`config.mk`:
```
export PLATFORM = sky130hd
export DESIGN_NAME = rxbd_engine
export DESIGN_NICKNAME = d
export VERILOG_FILES = /design/src/rtl/rxbd_pkg.sv /design/src/rtl/rxbd_ring_ptr.sv /design/src/rtl/rxbd_frame_acc.sv /design/src/rtl/rxbd_engine.sv
export SDC_FILE = /design/constraint.sdc
export NUM_CORES = 1
export LEC_CHECK = 0
export BUFFER_PORTS_ARGS = -buffer_cell sky130_fd_sc_hd__buf_4
export CORE_ASPECT_RATIO = 1.1
export CORE_MARGIN = 3
export CORE_UTILIZATION = 48
export DETAILED_ROUTE_END_ITERATION = 6
export PLACE_DENSITY = 0.9
export SLEW_MARGIN = 15
export SYNTH_ARGS = -nofsm -noshare
export SYNTH_HDL_FRONTEND = slang
export SYNTH_SLANG_ARGS = --single-unit
```
`constraint.sdc`:
```
create_clock -name clk -period 5.9 [get_ports clk]
set_input_delay 1.475 -clock clk [delete_from_list [all_inputs] [get_ports clk]]
set_output_delay 1.475 -clock clk [all_outputs]
set_load 0.02 [all_outputs]
```
`src/rtl/rxbd_pkg.sv`:
```
package rxbd_pkg;

  // Descriptor word: status | length | buffer address
  localparam int DESC_W        = 64;
  localparam int LEN_W         = 16;
  localparam int ERR_W         = 6;

  // Status bit positions that software and hardware both decode
  localparam int ST_EMPTY_BIT  = 15;
  localparam int ST_WRAP_BIT   = 13;

  // Error code positions inside the low status bits
  localparam int ERR_RX_BIT    = 0;
  localparam int ERR_SHORT_BIT = 1;
  localparam int ERR_TRUNC_BIT = 5;

  // Status bits replaced at write-back: ownership flag and error code
  localparam logic [15:0] ST_WB_MASK = 16'h803F;

  typedef struct packed {
    logic [15:0] status;
    logic [15:0] len;
    logic [31:0] addr;
  } rx_desc_t;

  typedef enum logic [2:0] {
    S_IDLE  = 3'd0,
    S_FETCH = 3'd1,
    S_CHECK = 3'd2,
    S_READY = 3'd3,
    S_RECV  = 3'd4,
    S_WB    = 3'd5
  } rx_state_e;

endpackage

```
`src/rtl/rxbd_ring_ptr.sv`:
```
module rxbd_ring_ptr #(
  parameter int DIDX_W = 4
) (
  input  logic              clk,
  input  logic              rst_n,
  input  logic              kick,
  input  logic              advance,
  input  logic              wrap,
  input  logic [DIDX_W-1:0] base,
  output logic [DIDX_W-1:0] ptr
);

  logic              started_q;
  logic              started_d;
  logic [DIDX_W-1:0] ptr_q;
  logic [DIDX_W-1:0] ptr_d;
  logic              ptr_en;

  always_comb begin
    started_d = started_q;
    ptr_d     = ptr_q;
    if (kick && !started_q) begin
      started_d = 1'b1;
      ptr_d     = base;
    end else if (advance) begin
      ptr_d = wrap ? base : ptr_q + 1'b1;
    end
  end

  assign ptr_en = (kick && !started_q) || advance;

  always_ff @(posedge clk or negedge rst_n) begin
    if (!rst_n) begin
      started_q <= 1'b0;
      ptr_q     <= '0;
    end else if (ptr_en) begin
      started_q <= started_d;
      ptr_q     <= ptr_d;
    end
  end

  assign ptr = ptr_q;

endmodule

```
`src/rtl/rxbd_frame_acc.sv`:
```
module rxbd_frame_acc
  import rxbd_pkg::*;
#(
  parameter int BUF_SIZE  = 1520,
  parameter int MIN_FRAME = 64
) (
  input  logic             clk,
  input  logic             rst_n,
  input  logic             start,
  input  logic             beat,
  input  logic             err_in,
  output logic             wr_ok,
  output logic [LEN_W-1:0] wr_off,
  output logic [LEN_W-1:0] len,
  output logic [ERR_W-1:0] errs
);

  localparam logic [LEN_W-1:0] CAP  = LEN_W'(BUF_SIZE);
  localparam logic [LEN_W-1:0] MINL = LEN_W'(MIN_FRAME);

  logic [LEN_W-1:0] cnt_q;
  logic [LEN_W-1:0] cnt_d;
  logic             err_q;
  logic             err_d;
  logic             trunc_q;
  logic             trunc_d;
  logic             at_cap;
  logic             acc_en;

  assign at_cap = (cnt_q == CAP);
  assign acc_en = start || beat;

  always_comb begin
    cnt_d   = cnt_q;
    err_d   = err_q;
    trunc_d = trunc_q;
    if (start) begin
      cnt_d   = LEN_W'(1);
      err_d   = err_in;
      trunc_d = 1'b0;
    end else if (beat) begin
      err_d = err_q || err_in;
      if (at_cap) trunc_d = 1'b1;
      else        cnt_d   = cnt_q + 1'b1;
    end
  end

  always_ff @(posedge clk or negedge rst_n) begin
    if (!rst_n) begin
      cnt_q   <= '0;
      err_q   <= 1'b0;
      trunc_q <= 1'b0;
    end else if (acc_en) begin
      cnt_q   <= cnt_d;
      err_q   <= err_d;
      trunc_q <= trunc_d;
    end
  end

  assign wr_ok  = start || (beat && !at_cap);
  assign wr_off = start ? '0 : cnt_q;
  assign len    = cnt_q;

  always_comb begin
    errs                = '0;
    errs[ERR_RX_BIT]    = err_q;
    errs[ERR_SHORT_BIT] = (cnt_q < MINL);
    errs[ERR_TRUNC_BIT] = trunc_q;
  end

endmodule

```
`src/rtl/rxbd_engine.sv`:
```
module rxbd_engine
  import rxbd_pkg::*;
#(
  parameter int DIDX_W    = 4,
  parameter int BUF_SIZE  = 1520,
  parameter int MIN_FRAME = 64
) (
  input  logic              clk,
  input  logic              rst_n,
  input  logic              kick,
  input  logic [DIDX_W-1:0] ring_base,
  output logic              desc_rd_en,
  output logic              desc_wr_en,
  output logic [DIDX_W-1:0] desc_addr,
  input  logic [63:0]       desc_rdata,
  output logic [63:0]       desc_wdata,
  input  logic              rx_valid,
  input  logic              rx_sof,
  input  logic              rx_eof,
  input  logic              rx_err,
  input  logic [7:0]        rx_data,
  output logic              buf_wr_en,
  output logic [31:0]       buf_wr_addr,
  output logic [7:0]        buf_wr_data,
  output logic              frame_done,
  output logic              overrun
);

  rx_state_e        st_q;
  rx_state_e        st_d;
  rx_desc_t         fetched;
  rx_desc_t         desc_q;
  rx_desc_t         wb;
  logic             cap_en;
  logic             start;
  logic             beat;
  logic             drop_sof;
  logic             done_q;
  logic             ovr_q;
  logic             wr_ok;
  logic [LEN_W-1:0] wr_off;
  logic [LEN_W-1:0] frame_len;
  logic [ERR_W-1:0] frame_errs;
  logic [DIDX_W-1:0] ptr;

  assign fetched  = rx_desc_t'(desc_rdata);
  assign start    = (st_q == S_READY) && rx_valid && rx_sof;
  assign beat     = (st_q == S_RECV) && rx_valid;
  assign drop_sof = rx_valid && rx_sof && (st_q != S_READY) && (st_q != S_RECV);
  assign cap_en   = (st_q == S_CHECK) && fetched.status[ST_EMPTY_BIT];

  // next-state logic
  always_comb begin
    st_d = st_q;
    unique case (st_q)
      S_IDLE:  if (kick) st_d = S_FETCH;
      S_FETCH: st_d = S_CHECK;
      S_CHECK: begin
        if (fetched.status[ST_EMPTY_BIT]) st_d = S_READY;
        else if (kick)                    st_d = S_FETCH;
        else                              st_d = S_IDLE;
      end
      S_READY: if (start) st_d = rx_eof ? S_WB : S_RECV;
      S_RECV:  if (rx_valid && rx_eof) st_d = S_WB;
      S_WB:    st_d = S_FETCH;
      default: st_d = S_IDLE;
    endcase
  end

  always_ff @(posedge clk or negedge rst_n) begin
    if (!rst_n) st_q <= S_IDLE;
    else        st_q <= st_d;
  end

  always_ff @(posedge clk or negedge rst_n) begin
    if (!rst_n)      desc_q <= '0;
    else if (cap_en) desc_q <= fetched;
  end

  always_ff @(posedge clk or negedge rst_n) begin
    if (!rst_n) begin
      done_q <= 1'b0;
      ovr_q  <= 1'b0;
    end else begin
      done_q <= (st_q == S_WB);
      ovr_q  <= drop_sof;
    end
  end

  rxbd_ring_ptr #(.DIDX_W(DIDX_W)) u_ptr (
    .clk     (clk),
    .rst_n   (rst_n),
    .kick    (kick),
    .advance (st_q == S_WB),
    .wrap    (desc_q.status[ST_WRAP_BIT]),
    .base    (ring_base),
    .ptr     (ptr)
  );

  rxbd_frame_acc #(.BUF_SIZE(BUF_SIZE), .MIN_FRAME(MIN_FRAME)) u_acc (
    .clk    (clk),
    .rst_n  (rst_n),
    .start  (start),
    .beat   (beat),
    .err_in (rx_err),
    .wr_ok  (wr_ok),
    .wr_off (wr_off),
    .len    (frame_len),
    .errs   (frame_errs)
  );

  // write-back word: hand ownership back, record length and errors
  always_comb begin
    wb        = desc_q;
    wb.status = (desc_q.status & ~ST_WB_MASK) | {{(16-ERR_W){1'b0}}, frame_errs};
    wb.len    = frame_len;
  end

  assign desc_rd_en  = (st_q == S_FETCH);
  assign desc_wr_en  = (st_q == S_WB);
  assign desc_addr   = ptr;
  assign desc_wdata  = wb;
  assign buf_wr_en   = wr_ok;
  assign buf_wr_addr = desc_q.addr + {{(32-LEN_W){1'b0}}, wr_off};
  assign buf_wr_data = rx_data;
  assign frame_done  = done_q;
  assign overrun     = ovr_q;

endmodule

```
Word level (Yosys, flattened, before mapping)
Cells that the tools add are included.
- add/sub/neg operators: 3
- $lt $le $gt $ge: 1
- equality and inequality tests: 12
- mux-type cells: 19
- bitwise logic cells: 1
- reduce and logical (&&, ||, !) cells: 26
- operators with widths (operator ; number):
    2-to-1 mux 16 bit ; 4
    adder 32 x 16 -> 32 bit ; 1
    case mux 3 bit (6 select lines) ; 1
    adder 16 x 1 -> 16 bit, second input constant ; 1
    == test 16 x 11 -> 1 bit, second input constant ; 1
    < comparator 16 x 7 -> 1 bit, second input constant ; 1
    bitwise OR 15 x 6 -> 15 bit ; 1
    2-to-1 mux 4 bit ; 3
    logical AND 1 bit ; 10
    2-to-1 mux 3 bit ; 3
    AND reduction 3 bit ; 3
    2-to-1 mux 1 bit ; 7
    == test 3 x 2 -> 1 bit, second input constant ; 2
    == test 3 bit, second input constant ; 2
    != test 2 x 1 -> 1 bit, second input constant ; 3
    AND reduction 2 bit ; 3
    nonzero test 2 bit ; 3
    adder 4 x 1 -> 4 bit, second input constant ; 1
    logical OR 1 bit ; 4
    == test 3 x 1 -> 1 bit, second input constant ; 1
    logical NOT 3 bit ; 1
    != test 3 x 2 -> 1 bit, second input constant ; 1
    != test 3 bit, second input constant ; 1
    logical NOT 1 bit ; 2
    2 further kinds ; 2
- bits in registers: 75
- bits of input ports: 83
- word-level logic and storage cells: 72

Longest topological paths before layout
- depth after elaboration: 5
- gate-level depth with buffers: 14

By module
From an unflattened synthesis, not the netlist that was laid out.
- cell total of the unflattened synthesis: 431
- area total of the unflattened synthesis: 4400.5 um2
- by module, submodules not included (module ; instances ; cells each ; area each (um2) ; sequential area each (um2)):
    rxbd_engine ; 1 ; 275 ; 2996.6 ; 1151.1
    rxbd_frame_acc ; 1 ; 122 ; 1093.5 ; 450.4
    rxbd_ring_ptr ; 1 ; 34 ; 310.3 ; 125.1

Worst setup path after synthesis
Ideal clock, no wire load.
- path kind: input -> output
- from: input port rx_sof
- to: output port buf_wr_addr[22]
- arrival: 4.349 ns
- data required time: 4.425 ns
- slack: 0.076 ns
- stages: 13
- buffers on the path: 2
- cell sequence: nand3_1 -> nor2_1 -> clkbuf_1 -> buf_2 -> nor2_1 -> ha_1 -> fa_1 -> a211oi_2 -> o21ai_2 -> o2111a_2 -> o31ai_4 -> nor3_1 -> xor2_1
- cells in the longest elaborated chain, start to end: 3
- ends and longest elaborated chain (item ; line ; text):
    start: declaration ; rxbd_engine.sv:18 ; input logic rx_sof,
    logical AND 1 bit ; rxbd_engine.sv:47 ; assign start = (st_q == S_READY) && rx_valid && rx_sof;
    2-to-1 mux 16 bit ; rxbd_frame_acc.sv:61 ; assign wr_off = start ? '0 : cnt_q;
    adder 32 x 16 -> 32 bit ; rxbd_engine.sv:124 ; assign buf_wr_addr = desc_q.addr + {{(32-LEN_W){1'b0}}, wr_off};
    end: declaration ; rxbd_engine.sv:23 ; output logic [31:0] buf_wr_addr,
Every way passes these cells.

Final worst setup path
- from: input port rx_valid
- to: output port buf_wr_addr[22]
- cells in the longest elaborated chain, start to end: 4
- ends and longest elaborated chain (item ; line ; text):
    start: declaration ; rxbd_engine.sv:17 ; input logic rx_valid,
    logical AND 1 bit (2 in series) ; rxbd_engine.sv:47 ;
    2-to-1 mux 16 bit ; rxbd_frame_acc.sv:61 ;
    adder 32 x 16 -> 32 bit ; rxbd_engine.sv:124 ;
Every way passes these cells.

==> results.txt <==
Max VDD drop: 0.000254 V
Area Growth Syn to Fin: 33.1%
Residual DRC: 0
grt total ovfl: 0
Leakage: 2.78 nW
largest net degree at the start of global routing: 70
final period utilization: 0.968
Clk Latency, worst-skew pair: 0.34 ns
ANT cells: 0
Final setup viols: 0
initial antenna violation count: 0
max-slew violations: 0
sequential area share after synthesis: 0.405
crit path buf inv count: 3
via count: 3780
max_cap viols: 0
Reg clk slew, reported paths: 0.07 ns
global-route wire length before repair: 18.4 mm
final hold violations: 0
Synth Register Bits: 69
Die Y: 105 um
worst min-delay path class: register to register
CTS Buf Count: 9
final non-filler cell total: 687
synthesized area per cell: 10.0 um^2
worst-path fanout max: 17
top post-synthesis cells by count: dfrtp_1, mux2_2, nor2_1
slowest stage cell, crit path: ha_1
critical path arrival: 4.24 ns
total core area: 8500 um^2
vias per cell: 5.50
mapped cell area: 4260 um^2
status: complete, no violations
Synth Flop Type: dfrtp_1
Max clock buf depth: 2
die width: 95.8 um
final setup skew: 0.00533 ns
CP Capture Type: primary output
GR Util All Layers: 0.233
Relative slew margins: 0.409
antenna-violating nets left: 0
Cells after Synth: 425
Slew @ Worst Pin: 0.886 ns
crit path launch type: input port
CTS tree: done
yosys warns: 0
EDFF count, synth: 0
Top delay family on crit path: simple AND/OR/NAND/NOR gates
max incr delay on CP: 0.39 ns
clock tree sinks: 69
biggest area consumer among synthesized cells: dfrtp_1
setup TNS: 0 ns
drt wl/cell: 16.5 um
layout cell share with drive strength beyond 1: 0.403
I/O pin count: 196
share of Yosys cell area claimed by the top area cell type: 0.405
row cnt: 35
Power Density: 518 nW/um^2
placed cells: 671
Final min period: 5.71 ns
Worst EP required: 4.43 ns
Die ar.: 10000 um^2
initial DRC count: 183
htree depth: 3
critical path class: input port to primary output
crit-path cells: buf_4 -> nand3_1 -> or2_4 -> and2_1 -> ha_1 -> o211ai_1 -> o21ai_2 -> o2111a_2 -> o31ai_4 -> buf_12 -> nor3_1 -> xor2_1 -> buf_4
Post-DP HPWL: 8.67 mm
routability cong.: 0.970
# port buffers: 153
fmax: 175 MHz
initial core utilization: 0.502
unrepaired setup endpoints after global routing: no
drt first pass iters: 4
CP most frequent cell: buf_4
Area contributors post-synth: dfrtp_1, mux2_2, ha_1, xor2_1, xnor2_1
post-synthesis async set-or-reset flop share: 1.00
count of different cell masters after synthesis: 52
Nets: 675
vias in the first global route: 3872
most numerous cell in the Yosys netlist: dfrtp_1
Clk Tree Root Cell: clkbuf_8
Post-Route WL: 11.4 mm
[report_power, final]
part	switching, mW	leakage (nW)	total (mW)	internal [mW]
Sequential	0.208	0.852	0.863	0.656
Clock	0.177	0.102	0.386	0.209
Combinational	0.917	1.82	1.69	0.773
Total	1.30	2.78	2.94	1.64
[flip-flops by register name, indices dropped and copies added (netlist names), 3 cells and up]
signal / count
u_ptr.ptr: 4
desc_wdata: 32
st_q: 3
desc_q: 9
u_acc.len: 16
[final timing paths]
kind                                         to             from  cells past startpoint  slack (ns)
worst max-delay path            buf_wr_addr[22]         rx_valid                     13        0.19
worst min-delay path            u_ptr.started_q  u_ptr.started_q                      1        0.48
worst max register to register   desc_wdata[30]          st_q[2]                      4        3.47
worst min register to register  u_ptr.started_q  u_ptr.started_q                      1        0.48
max in group asynchronous         desc_wdata[9]            rst_n                      1        4.07
min in group asynchronous            desc_q[58]            rst_n                      1        1.25
[metrics by stage]
| step | hold slack, ns | worst slack, ns | utilization | area (um^2) | total power [mW] |
|---|---|---|---|---|---|
| finish | 0.476 | 0.190 | 0.667 | 5670 | 2.94 |
| CTS | 0.479 | 0.0597 | 0.663 | 5630 | 2.95 |
| global route | 0.497 | 0.0223 | 0.667 | 5670 | 3.12 |
| detailed placement | 0.461 | 0.0794 | 0.640 | 5440 | 2.56 |
| floorplan | 0.438 | 0.0756 | - | 4270 | 1.87 |
| global placement | 0.452 | 0.136 | 0.640 | 5440 | 2.49 |
[per-layer routing]
metal / GRT usage / up-vias / routed length, um
li1: - / 1800 / -
met1: 0.285 / 1797 / 4490
met2: 0.391 / 150 / 5890
met3: 0.0338 / 33 / 594
met4: 0.116 / 0 / 392
met5: 0 / - / 0
[kinds of logic after synthesis]
family | Yosys count | share of synthesized area
buffers and inverters | 30 | 0.0417
muxes | 42 | 0.111
DFF | 69 | 0.405
adders and majority gates | 20 | 0.0605
other | 1 | 0.000880
AOI/OAI and AO/OA | 72 | 0.113
xor gates and xnor gates | 44 | 0.0904
and+or+nand+nor | 147 | 0.177
[cell usage in the layout, fill, tap and decap left out, types with 2 or more instances in the layout]
| cell | instances |
|---|---|
| nor4_1 | 2 |
| nand3_1 | 15 |
| clkbuf_8 | 14 |
| or2_2 | 5 |
| inv_1 | 5 |
| a21o_1 | 6 |
| nor2_1 | 35 |
| ha_1 | 19 |
| and2_1 | 15 |
| xnor2_1 | 21 |
| nand2_1 | 31 |
| buf_4 | 157 |
| or3_1 | 2 |
| a21oi_1 | 25 |
| conb_1 | 4 |
| o21ai_0 | 13 |
| o2111ai_1 | 5 |
| nor2b_1 | 2 |
| and4_1 | 5 |
| a211oi_2 | 2 |
| nand4_1 | 2 |
| dfrtp_1 | 69 |
| xor2_1 | 23 |
| mux2_2 | 41 |
| nor3_1 | 11 |
| and3_1 | 12 |
| o211ai_1 | 6 |
[final cells by class]
| cell class | instances | area, um^2 |
|---|---|---|
| clock buffers | 15 | 196 |
| fillers | 690 | 2830 |
| inverters | 5 | 18.8 |
| multi-input cells | 329 | 2390 |
| flip-flops and latches | 69 | 1730 |
| well taps | 111 | 139 |
| repair buffers | 158 | 1200 |
[what timing repair did]
item	in CTS	in global routing
endpoints found under the setup margin	0	15
resized for setup	0	4
hold endpoints to repair	0	0
hold buffers	0	0
setup buffers	0	1
(Power assumes the default switching activity.)
